==> config.mk <==
export PLATFORM = sky130hd
export DESIGN_NAME = byte_port_tx
export DESIGN_NICKNAME = d
export VERILOG_FILES = /design/src/rtl/byte_port_pkg.sv /design/src/rtl/byte_port_fmt.sv /design/src/rtl/byte_port_hold.sv /design/src/rtl/byte_port_seq.sv /design/src/rtl/byte_port_tx.sv
export SDC_FILE = /design/constraint.sdc
export NUM_CORES = 1
export LEC_CHECK = 0
export ABC_AREA = 1
export ABC_CLOCK_PERIOD_IN_PS = 1400
export BUFFER_PORTS_ARGS = -buffer_cell sky130_fd_sc_hd__buf_4
export CAP_MARGIN = 20
export CORE_ASPECT_RATIO = 1.2
export CORE_MARGIN = 4
export CORE_UTILIZATION = 52
export CTS_BUF_LIST = sky130_fd_sc_hd__clkbuf_16
export DETAILED_ROUTE_END_ITERATION = 7
export HOLD_SLACK_MARGIN = 0.1
export PLACE_DENSITY = 0.76
export REMOVE_ABC_BUFFERS = 1
export SLEW_MARGIN = 20
export SYNTH_ARGS = -nofsm -noshare
export SYNTH_HDL_FRONTEND = slang
export SYNTH_HIERARCHICAL = 1
export SYNTH_SLANG_ARGS = --single-unit
==> constraint.sdc <==
create_clock -name clk -period 1.4 [get_ports clk]
set_clock_uncertainty 0.05 [all_clocks]
set_input_delay 0.28 -clock clk [delete_from_list [all_inputs] [get_ports clk]]
set_output_delay 0.28 -clock clk [all_outputs]
set_load 0.01 [all_outputs]
==> src/rtl/byte_port_pkg.sv <==
package byte_port_pkg;

  typedef enum logic [1:0] {
    PH_LEAD   = 2'd0,
    PH_RISE   = 2'd1,
    PH_SECOND = 2'd2,
    PH_TRAIL  = 2'd3
  } phase_t;

endpackage

==> src/rtl/byte_port_fmt.sv <==
module byte_port_fmt #(
  parameter int RES_W = 16
) (
  input  logic [RES_W-1:0] raw,
  input  logic             twos_fmt,
  input  logic             hi_first,
  output logic [RES_W-1:0] ordered
);
  localparam int HALF = RES_W / 2;

  logic [RES_W-1:0] msb_flip;
  logic [RES_W-1:0] coded;

  always_comb begin
    msb_flip = '0;
    msb_flip[RES_W-1] = twos_fmt;
    coded = ~(raw ^ msb_flip);
    if (hi_first) ordered = coded;
    else          ordered = {coded[HALF-1:0], coded[RES_W-1:HALF]};
  end
endmodule

==> src/rtl/byte_port_hold.sv <==
module byte_port_hold #(
  parameter int RES_W = 16
) (
  input  logic             clk,
  input  logic             rst_n,
  input  logic [RES_W-1:0] res_data,
  input  logic             res_valid,
  input  logic             busy,
  input  logic             done,
  output logic             hold_full,
  output logic [RES_W-1:0] hold_data,
  output logic             overrun
);
  logic             full_d;
  logic             ovr_d;
  logic             put;
  logic             take;

  always_comb begin
    take   = done & hold_full;
    put    = res_valid & busy & ~(done & ~hold_full);
    full_d = put | (hold_full & ~take);
    ovr_d  = overrun | (res_valid & busy & hold_full & ~take);
  end

  always_ff @(posedge clk or negedge rst_n) begin
    if (!rst_n) begin
      hold_full <= 1'b0;
      overrun   <= 1'b0;
    end else begin
      hold_full <= full_d;
      overrun   <= ovr_d;
    end
  end

  always_ff @(posedge clk or negedge rst_n) begin
    if (!rst_n)   hold_data <= '0;
    else if (put) hold_data <= res_data;
  end

  assert_overrun_sticky_R9: assert property (@(posedge clk) disable iff (!rst_n)
    overrun |=> overrun);
  assert_hold_kept_R8: assert property (@(posedge clk) disable iff (!rst_n)
    (hold_full && !done) |=> hold_full);
endmodule

==> src/rtl/byte_port_seq.sv <==
module byte_port_seq
  import byte_port_pkg::*;
#(
  parameter int RES_W    = 16,
  parameter int HOLD_CYC = 4
) (
  input  logic             clk,
  input  logic             rst_n,
  input  logic             start,
  input  logic [RES_W-1:0] start_word,
  output logic             busy,
  output logic             done,
  output logic             strobe,
  output logic [RES_W/2-1:0] byte_out
);
  localparam int HALF  = RES_W / 2;
  localparam int CNT_W = (HOLD_CYC > 1) ? $clog2(HOLD_CYC) : 1;
  localparam logic [CNT_W-1:0] CNT_LAST = CNT_W'(HOLD_CYC - 1);

  phase_t           phase_q, phase_d;
  logic [CNT_W-1:0] cnt_q, cnt_d;
  logic             busy_d;
  logic [RES_W-1:0] word_q;
  logic             seg_end;

  always_comb begin
    seg_end = busy && (cnt_q == CNT_LAST);
    done    = seg_end && (phase_q == PH_TRAIL);
    phase_d = phase_q;
    cnt_d   = cnt_q;
    busy_d  = busy;
    if (busy) begin
      if (seg_end) begin
        cnt_d = '0;
        if (phase_q != PH_TRAIL) phase_d = phase_t'(phase_q + 2'd1);
      end else begin
        cnt_d = cnt_q + 1'b1;
      end
    end
    if (start) begin
      phase_d = PH_LEAD;
      cnt_d   = '0;
      busy_d  = 1'b1;
    end else if (done) begin
      busy_d  = 1'b0;
    end
  end

  always_ff @(posedge clk or negedge rst_n) begin
    if (!rst_n) begin
      phase_q <= PH_TRAIL;
      cnt_q   <= '0;
      busy    <= 1'b0;
    end else begin
      phase_q <= phase_d;
      cnt_q   <= cnt_d;
      busy    <= busy_d;
    end
  end

  always_ff @(posedge clk or negedge rst_n) begin
    if (!rst_n)     word_q <= '0;
    else if (start) word_q <= start_word;
  end

  always_comb begin
    strobe   = busy && ((phase_q == PH_RISE) || (phase_q == PH_SECOND));
    byte_out = (phase_q == PH_LEAD || phase_q == PH_RISE) ? word_q[RES_W-1:HALF]
                                                          : word_q[HALF-1:0];
  end

  assert_busy_runs_R5: assert property (@(posedge clk) disable iff (!rst_n)
    (busy && !done) |=> busy);
  assert_cnt_range_R5: assert property (@(posedge clk) disable iff (!rst_n)
    cnt_q <= CNT_LAST);
endmodule

==> src/rtl/byte_port_tx.sv <==
module byte_port_tx #(
  parameter int RES_W    = 16,
  parameter int HOLD_CYC = 4
) (
  input  logic             clk,
  input  logic             rst_n,
  input  logic [RES_W-1:0] res_data,
  input  logic             res_valid,
  input  logic             hi_first,
  input  logic             twos_fmt,
  output logic [RES_W/2-1:0] bus_data,
  output logic             bus_strobe,
  output logic             busy,
  output logic             overrun
);
  logic [1:0]       rst_sync;
  logic             rst_int_n;
  logic             done;
  logic             hold_full;
  logic [RES_W-1:0] hold_data;
  logic             start;
  logic [RES_W-1:0] src_word;
  logic [RES_W-1:0] ordered;

  always_ff @(posedge clk or negedge rst_n) begin
    if (!rst_n) rst_sync <= 2'b00;
    else        rst_sync <= {rst_sync[0], 1'b1};
  end
  assign rst_int_n = rst_sync[1];

  always_comb begin
    start    = (~busy | done) & (hold_full | res_valid);
    src_word = hold_full ? hold_data : res_data;
  end

  byte_port_fmt #(.RES_W(RES_W)) i_fmt (
    .raw      (src_word),
    .twos_fmt (twos_fmt),
    .hi_first (hi_first),
    .ordered  (ordered)
  );

  byte_port_hold #(.RES_W(RES_W)) i_hold (
    .clk       (clk),
    .rst_n     (rst_int_n),
    .res_data  (res_data),
    .res_valid (res_valid),
    .busy      (busy),
    .done      (done),
    .hold_full (hold_full),
    .hold_data (hold_data),
    .overrun   (overrun)
  );

  byte_port_seq #(.RES_W(RES_W), .HOLD_CYC(HOLD_CYC)) i_seq (
    .clk        (clk),
    .rst_n      (rst_int_n),
    .start      (start),
    .start_word (ordered),
    .busy       (busy),
    .done       (done),
    .strobe     (bus_strobe),
    .byte_out   (bus_data)
  );

  assert_strobe_idle_low_R6: assert property (@(posedge clk) disable iff (!rst_int_n)
    !busy |-> !bus_strobe);
  assert_rise_data_stable_R5: assert property (@(posedge clk) disable iff (!rst_int_n)
    $rose(bus_strobe) |-> $stable(bus_data));
  assert_fall_data_stable_R5: assert property (@(posedge clk) disable iff (!rst_int_n)
    $fell(bus_strobe) |-> $stable(bus_data));
endmodule

==> results of run 1 <==
==> synth_stat cells, types with 2 or more instances <==
library cell | n | area share
sky130_fd_sc_hd__o21ai_2 | 8 | 0.030
sky130_fd_sc_hd__dfrtp_1 | 39 | 0.42
sky130_fd_sc_hd__inv_4 | 2 | 0.0053
sky130_fd_sc_hd__nand2_1 | 100 | 0.16
sky130_fd_sc_hd__ha_1 | 4 | 0.021
sky130_fd_sc_hd__nor2_1 | 8 | 0.013
sky130_fd_sc_hd__nor2_2 | 2 | 0.0053
sky130_fd_sc_hd__buf_6 | 5 | 0.024
sky130_fd_sc_hd__dfstp_2 | 2 | 0.022
sky130_fd_sc_hd__nand2_2 | 20 | 0.053
sky130_fd_sc_hd__o21ai_1 | 5 | 0.011
sky130_fd_sc_hd__inv_1 | 43 | 0.069
sky130_fd_sc_hd__buf_4 | 5 | 0.016
sky130_fd_sc_hd__nand3_1 | 19 | 0.040
sky130_fd_sc_hd__o21ai_0 | 35 | 0.075
==> critical path, cell delays in order (launching register included) <==
cell	delay, ns
sky130_fd_sc_hd__dfstp_2	0.55
sky130_fd_sc_hd__inv_4	0.05
sky130_fd_sc_hd__ha_4	0.16
sky130_fd_sc_hd__nor2_4	0.13
sky130_fd_sc_hd__buf_6	0.15
sky130_fd_sc_hd__nand2_2	0.05
sky130_fd_sc_hd__o21ai_2	0.05
sky130_fd_sc_hd__buf_4	0.12
==> registers in the layout, summed over array words and instances, names as in the netlist <==
name,count
i_hold/hold_data,16
i_seq/word_q,16
i_seq/cnt_q,2
i_seq/phase_q,2
rst_sync,2
i_hold/hold_full,1
i_hold/overrun,1
i_seq/busy,1
==> what timing repair did <==
item,in CTS,in global routing
endpoints found under the hold margin,2,0
hold buffers,1,0
gates resized for setup,33,24
setup buffers,7,1
setup endpoints to repair,48,48
pin swaps,6,3
gates cloned,7,0
==> cell families (layout without fill, tap and decap cells) <==
family	Yosys count	in the layout
adder cells (fa/ha/maj)	4	4
other	1	1
AND/OR/NAND/NOR	152	157
AO/OA/AOI/OAI	51	51
flip-flops	41	41
buffers and inverters	58	111
==> layout make-up <==
type / instances / area [um2] / share of cell area
Clock buffer: 5 / 125.1 / 0.03883
Multi-Input combinational cell: 213 / 1239 / 0.3845
Sequential cell: 41 / 1028 / 0.3192
Tap cell: 56 / 70.07 / 0.02175
Inverter: 46 / 182.7 / 0.05670
Timing Repair Buffer: 57 / 530.5 / 0.1647
Clock inverter: 3 / 46.29 / 0.01437
==> final timing paths <==
check / startpoint / end / slack [ns] / depth (start not counted)
max: i_seq/phase_q[1] / bus_data[4] / -0.48 / 7
min reg2reg: rst_sync[1] / i_seq/word_q[12] / 0.19 / 1
max in group asynchronous: rst_sync[1] / i_seq/phase_q[1] / 0.85 / 1
min in group asynchronous: rst_sync[1] / i_seq/word_q[12] / 0.19 / 1
min: res_data[7] / i_hold/hold_data[7] / 0.18 / 3
max reg2reg: i_seq/phase_q[1] / i_seq/phase_q[1] / -0.37 / 12
==> power groups by stage <==
stage          combinational, mW  sequential (mW)  clock [mW]
5_1_grt                     3.70             1.99        1.38
4_1_cts                     3.02             1.90        1.32
3_3_place_gp                2.46             1.90           0
6_report                    3.30             1.95        1.30
3_5_place_dp                2.52             1.93           0
2_1_floorplan               1.53             1.94           0
==> layer usage <==
metal  share of wire  vias up  global-route usage  wire length, um
met3           0.043       10             0.03427              225
met2            0.54       52              0.3941             2846
met4           0.022        0             0.09570              115
met1            0.40      950              0.2285             2104
met5               0        -                   0                0
li1                -     1065                   -                -
==> out/summary.json, run 1 <==
{
  "instances_no_fill": {"value": 421},
  "failed_checks": {"value": "negative setup slack"},
  "postSynthRegisterBits": {"value": 41},
  "final_layout_size_suffix_gt1_frac": {"value": 0.3671},
  "cts.sinks": {"value": 41},
  "preCtsSetupSlack": {"value": -0.2697, "unit": "ns"},
  "cts_made_buffers": {"value": 5},
  "drt_pre_antenna_iters": {"value": 4},
  "comb_power_share": {"value": 0.504},
  "p_total": {"value": 6.546, "unit": "mW"},
  "number_of_antenna_violations_at_the_first_check_in_global_routing": {"value": 0},
  "fmax": {"value": 533.1, "unit": "MHz"},
  "grt_first_pass_wirelength": {"value": 9301, "unit": "um"},
  "die_width": {"value": 69.35, "unit": "um"},
  "synthesis.area_per_instance": {"value": 7.650, "unit": "um2"},
  "max-vdd-ir-drop": {"value": 0.9944, "unit": "mV"},
  "fraction_of_power_consumed_by_the_clock_network": {"value": 0.199},
  "detail-route-antenna-nets": {"value": 0},
  "rsz0062_at_grt": {"value": "true"},
  "placementRows": {"value": 26},
  "static-leakage-power": {"value": 1.700, "unit": "nW"},
  "fin_worst_hold_slack": {"value": 0.1828, "unit": "ns"},
  "synth_enable_flop_cells": {"value": 0},
  "timing.final.crit_period": {"value": 1.876, "unit": "ns"},
  "status": {"value": "finished, violations left"},
  "setup-violations-final": {"value": 48},
  "cts_tree": {"value": "done"},
  "dr_total_vias": {"value": 2077},
  "dieHeight": {"value": 81.62, "unit": "um"},
  "core_area": {"value": 4327, "unit": "um2"},
  "final_util": {"value": 0.7447},
  "detailed_place.area": {"value": 2670, "unit": "um2"},
  "critPathMaxFanout": {"value": 5},
  "critical_path_at": {"value": 1.55, "unit": "ns"},
  "cp-end-kind": {"value": "primary output"},
  "synth_compound_gate_area_share": {"value": 0.1236},
  "io-pin-count": {"value": 32},
  "adder_and_majority_cell_fraction_of_the_synthesized_area": {"value": 0.02131},
  "crit_type": {"value": "reg2out"},
  "routed_via_density": {"value": 4.933},
  "placedCellCount": {"value": 397},
  "async_flop_share": {"value": 1.000},
  "gp_congestion": {"value": 0.7796},
  "placement.io_buffers": {"value": 31},
  "report.final.slew_viol_count": {"value": 0},
  "power.density_cell_area": {"value": 2032, "unit": "nW/um2"},
  "wl_per_cell": {"value": 12.57, "unit": "um"},
  "cp.required": {"value": 1.07, "unit": "ns"},
  "antennaDiodeCount": {"value": 0},
  "filler_cell_count": {"value": 298},
  "power.switching": {"value": 2.487, "unit": "mW"},
  "synth_top_family_by_area": {"value": "simple AND/OR/NAND/NOR gates"},
  "clock_tree.root_cell": {"value": "sky130_fd_sc_hd__clkbuf_16"},
  "final_area": {"value": 3222, "unit": "um2"},
  "fp.dieArea": {"value": 5660, "unit": "um2"},
  "grt_pass1_vias": {"value": 2152},
  "swShare": {"value": 0.3800},
  "dp.final_hpwl": {"value": 3285, "unit": "um"},
  "layout_common_cells": {"value": "93 x sky130_fd_sc_hd__nand2_1, 44 x sky130_fd_sc_hd__buf_4, 40 x sky130_fd_sc_hd__inv_1"},
  "count_of_distinct_cell_types_in_the_synthesized_netlist": {"value": 25},
  "synth-seq-area-share": {"value": 0.4379},
  "grt_resource_usage_total": {"value": 0.2079},
  "drt-total-wl": {"value": 5292, "unit": "um"},
  "yosys_warnings": {"value": 6},
  "drc": {"value": 0},
  "timing.max_slew.rel_slack": {"value": 0.6485},
  "internal_power": {"value": 4.058, "unit": "mW"},
  "detail_route.iter0.violations": {"value": 77},
  "fin_ws": {"value": -0.4760, "unit": "ns"},
  "layout.cells.most_common": {"value": "sky130_fd_sc_hd__nand2_1"},
  "timing.setup.tns": {"value": -14.50, "unit": "ns"},
  "grt_start_max_net_pins": {"value": 40},
  "cp-start-kind": {"value": "flop"},
  "dominantRegCellSynth": {"value": "sky130_fd_sc_hd__dfrtp_1"},
  "synthMuxAreaShare": {"value": 0},
  "drv_cap": {"value": 0},
  "syn-instance-count": {"value": 307},
  "aggregate_global_routing_overflow": {"value": 0},
  "share_seq_of_total_power": {"value": 0.297},
  "fin_crit_sh": {"value": 1.340},
  "hold_class": {"value": "in2reg"},
  "clk_transition_reported_paths": {"value": 0.06, "unit": "ns"},
  "initial_core_util": {"value": 0.5428},
  "syn-cell-area": {"value": 2349, "unit": "um2"},
  "synthXorXnorAreaFrac": {"value": 0},
  "nets": {"value": 389},
  "final_hold_viol_count": {"value": 0},
  "yosys.area_share.simple": {"value": 0.2893},
  "h_tree_level_count": {"value": 2},
  "synthToLayoutAreaGrowth": {"value": 37.19, "unit": "%"},
  "clock_insertion_delay_worst_skew": {"value": 0.28, "unit": "ns"},
  "max_slew.worst_pin.slew": {"value": 0.5266, "unit": "ns"},
  "clk_path_buf_depth": {"value": 2}
}
Power figures use the tool's default switching activity.
==> inputs of run 2 (changes only) <==
- ABC_CLOCK_PERIOD_IN_PS: 1400 -> unset
- CORE_UTILIZATION: 52 -> 50
- GPL_TIMING_DRIVEN: unset -> 0
- PLACE_DENSITY: 0.76 -> 0.74
==> run 2 against run 1 <==
- the run still ends with negative setup slack left
- final area decreased by 4.0%
- largest power group unchanged
- highest routed layer unchanged
- combinational power decreased by 12%
- routed wire length increased by 1.4%
- first-iteration DRC count increased by 45%
- sequential cell count unchanged
- die area increased by 3.6%
- non-clock buffer count decreased by 10
==> out/summary.json, run 2 (synthesized netlist as in run 1, its figures left out) <==
{
  "drt-total-wl": {"value": 5364, "unit": "um", "change": "+1.4%"},
  "placementRows": {"value": 27, "change": "+3.8%"},
  "nets": {"value": 379, "change": "-2.6%"},
  "routed_via_density": {"value": 4.913, "change": "-0.42%"},
  "fin_crit_sh": {"value": 1.315, "change": "-0.02522"},
  "cp-end-kind": {"value": "primary output"},
  "clk_path_buf_depth": {"value": 2, "change": "unchanged"},
  "fp.dieArea": {"value": 5862, "unit": "um2", "change": "+3.6%"},
  "fin_ws": {"value": -0.4407, "unit": "ns", "change": "+0.03530 ns"},
  "cp.required": {"value": 1.07, "unit": "ns", "change": "about the same"},
  "detailed_place.area": {"value": 2577, "unit": "um2", "change": "-3.5%"},
  "status": {"value": "finished, violations left"},
  "dp.final_hpwl": {"value": 3121, "unit": "um", "change": "-5.0%"},
  "final_hold_viol_count": {"value": 0, "change": "unchanged"},
  "grt_start_max_net_pins": {"value": 36, "change": "-10%"},
  "placement.io_buffers": {"value": 31, "change": "unchanged"},
  "aggregate_global_routing_overflow": {"value": 0, "change": "unchanged"},
  "io-pin-count": {"value": 32, "change": "unchanged"},
  "fmax": {"value": 543.3, "unit": "MHz", "change": "+1.9%"},
  "cts_tree": {"value": "done"},
  "h_tree_level_count": {"value": 2, "change": "unchanged"},
  "filler_cell_count": {"value": 378, "change": "+27%"},
  "drt_pre_antenna_iters": {"value": 4, "change": "unchanged"},
  "critical_path_at": {"value": 1.51, "unit": "ns", "change": "-0.04 ns"},
  "synthToLayoutAreaGrowth": {"value": 31.65, "unit": "%"},
  "dieHeight": {"value": 83.08, "unit": "um", "change": "+1.8%"},
  "rsz0062_at_grt": {"value": "true"},
  "layout_common_cells": {"value": "99 x sky130_fd_sc_hd__nand2_1, 43 x sky130_fd_sc_hd__inv_1, 39 x sky130_fd_sc_hd__buf_4"},
  "detail_route.iter0.violations": {"value": 112, "change": "+45%"},
  "final_area": {"value": 3092, "unit": "um2", "change": "-4.0%"},
  "hold_class": {"value": "reg2async"},
  "number_of_antenna_violations_at_the_first_check_in_global_routing": {"value": 0, "change": "unchanged"},
  "max-vdd-ir-drop": {"value": 1.009, "unit": "mV", "change": "+1.4%"},
  "failed_checks": {"value": "negative setup slack"},
  "report.final.slew_viol_count": {"value": 0, "change": "unchanged"},
  "core_area": {"value": 4561, "unit": "um2", "change": "+5.4%"},
  "clock_tree.root_cell": {"value": "sky130_fd_sc_hd__clkbuf_16"},
  "detail-route-antenna-nets": {"value": 0, "change": "unchanged"},
  "cts_made_buffers": {"value": 5, "change": "unchanged"},
  "cp-start-kind": {"value": "flop"},
  "layout.cells.most_common": {"value": "sky130_fd_sc_hd__nand2_1"},
  "clock_insertion_delay_worst_skew": {"value": 0.28, "unit": "ns", "change": "about the same"},
  "static-leakage-power": {"value": 1.600, "unit": "nW", "change": "-5.9%"},
  "drv_cap": {"value": 0, "change": "unchanged"},
  "wl_per_cell": {"value": 12.99, "unit": "um", "change": "+3.3%"},
  "initial_core_util": {"value": 0.5150, "change": "-0.02785"},
  "dr_total_vias": {"value": 2029, "change": "-2.3%"},
  "cts.sinks": {"value": 41, "change": "unchanged"},
  "final_layout_size_suffix_gt1_frac": {"value": 0.3127, "change": "-0.05445"},
  "multiInputGateArea": {"value": 1210, "unit": "um2", "change": "-2.3%"},
  "max_slew.worst_pin.slew": {"value": 0.5308, "unit": "ns", "change": "+0.004224 ns"},
  "clk_transition_reported_paths": {"value": 0.06, "unit": "ns", "change": "about the same"},
  "timing.max_slew.rel_slack": {"value": 0.6457, "change": "-0.002819"},
  "drc": {"value": 0, "change": "unchanged"},
  "setup-violations-final": {"value": 48, "change": "unchanged"},
  "critPathMaxFanout": {"value": 5, "change": "unchanged"},
  "grt_first_pass_wirelength": {"value": 8990, "unit": "um", "change": "-3.3%"},
  "register_area": {"value": 1033, "unit": "um2", "change": "+0.49%"},
  "timing.final.crit_period": {"value": 1.841, "unit": "ns", "change": "-0.03530 ns"},
  "die_width": {"value": 70.57, "unit": "um", "change": "+1.8%"},
  "grt_resource_usage_total": {"value": 0.1915, "change": "-0.01635"},
  "grt_pass1_vias": {"value": 1968, "change": "-8.6%"},
  "antennaDiodeCount": {"value": 0, "change": "unchanged"},
  "timing.setup.tns": {"value": -14.42, "unit": "ns", "change": "+0.08240 ns"},
  "reg.largest.list": {"value": "i_hold/hold_data x16, i_seq/word_q x16"},
  "crit_type": {"value": "reg2out"},
  "power.density_cell_area": {"value": 1993, "unit": "nW/um2", "change": "-1.9%"},
  "gp_congestion": {"value": 0.7447, "change": "-4.5%"}
}
## run 2: timing repair
action | CTS | global route
gates cloned | 6 | 0
buffers inserted | 10 | 2
pin swaps | 7 | 5
endpoints found under the setup margin | 48 | 48
hold endpoints to repair | 2 | 0
resized for setup | 34 | 8
hold buffers | 1 | 0
## run 2: path summary, 6_finish.rpt
kind                                        from             endpoint  slack (ns)  cells past startpoint
max in group asynchronous            rst_sync[1]     i_seq/phase_q[0]        0.60                      1
worst min register to register       rst_sync[1]  i_hold/hold_data[9]        0.15                      0
worst max-delay path            i_seq/phase_q[1]          bus_data[3]       -0.44                      6
min in group clk                     res_data[4]  i_hold/hold_data[4]        0.19                      3
worst max register to register  i_seq/phase_q[1]     i_seq/phase_q[1]       -0.41                     12
worst min-delay path                 rst_sync[1]  i_hold/hold_data[9]        0.15                      0
## run 2: through the flow
step,hold slack (ns),worst slack (ns),cells,utilization,total power [mW]
after floorplan,-0.06559,-1.207,295,-,3.466
after global placement,0.01273,-1.784,384,0.5558,4.101
after detailed placement,0.01479,-0.9046,386,0.5652,4.214
after CTS,0.1700,-0.4616,411,0.6722,6.064
after global routing,0.1944,-0.5106,413,0.6779,6.622
final,0.1533,-0.4407,413,0.6779,6.162
## run 2: layer usage
| metal | vias up | routed length [um] | share of wire | global-route usage |
|---|---|---|---|---|
| met1 | 939 | 2122 | 0.40 | 0.2138 |
| met5 | - | 0 | 0 | 0 |
| li1 | 1047 | - | - | - |
| met2 | 35 | 2970 | 0.55 | 0.3595 |
| met4 | 0 | 101 | 0.019 | 0.06325 |
| met3 | 8 | 171 | 0.032 | 0.03390 |
## run 2: worst max-delay path, cell delays in order (launching register included)
cell and delay (ns):
sky130_fd_sc_hd__dfstp_2 0.56, sky130_fd_sc_hd__inv_4 0.05, sky130_fd_sc_hd__ha_4 0.17, sky130_fd_sc_hd__nor2_4 0.17, sky130_fd_sc_hd__nand2_1 0.07, sky130_fd_sc_hd__o21ai_1 0.07
sky130_fd_sc_hd__buf_4 0.13
## run 2: cell type report
class / count / area share
Timing Repair Buffer: 47 / 0.1396
Multi-Input combinational cell: 213 / 0.3913
Sequential cell: 41 / 0.3343
Tap cell: 58 / 0.02347
Clock inverter: 3 / 0.01255
Clock buffer: 5 / 0.04047
Inverter: 46 / 0.05828
## run 2: where the power goes
| part | leakage [nW] | internal [mW] | switching (mW) |
|---|---|---|---|
| Clock | 0.0850 | 0.831 | 0.442 |
| Combinational | 1.03 | 1.32 | 1.60 |
| Sequential | 0.488 | 1.67 | 0.300 |
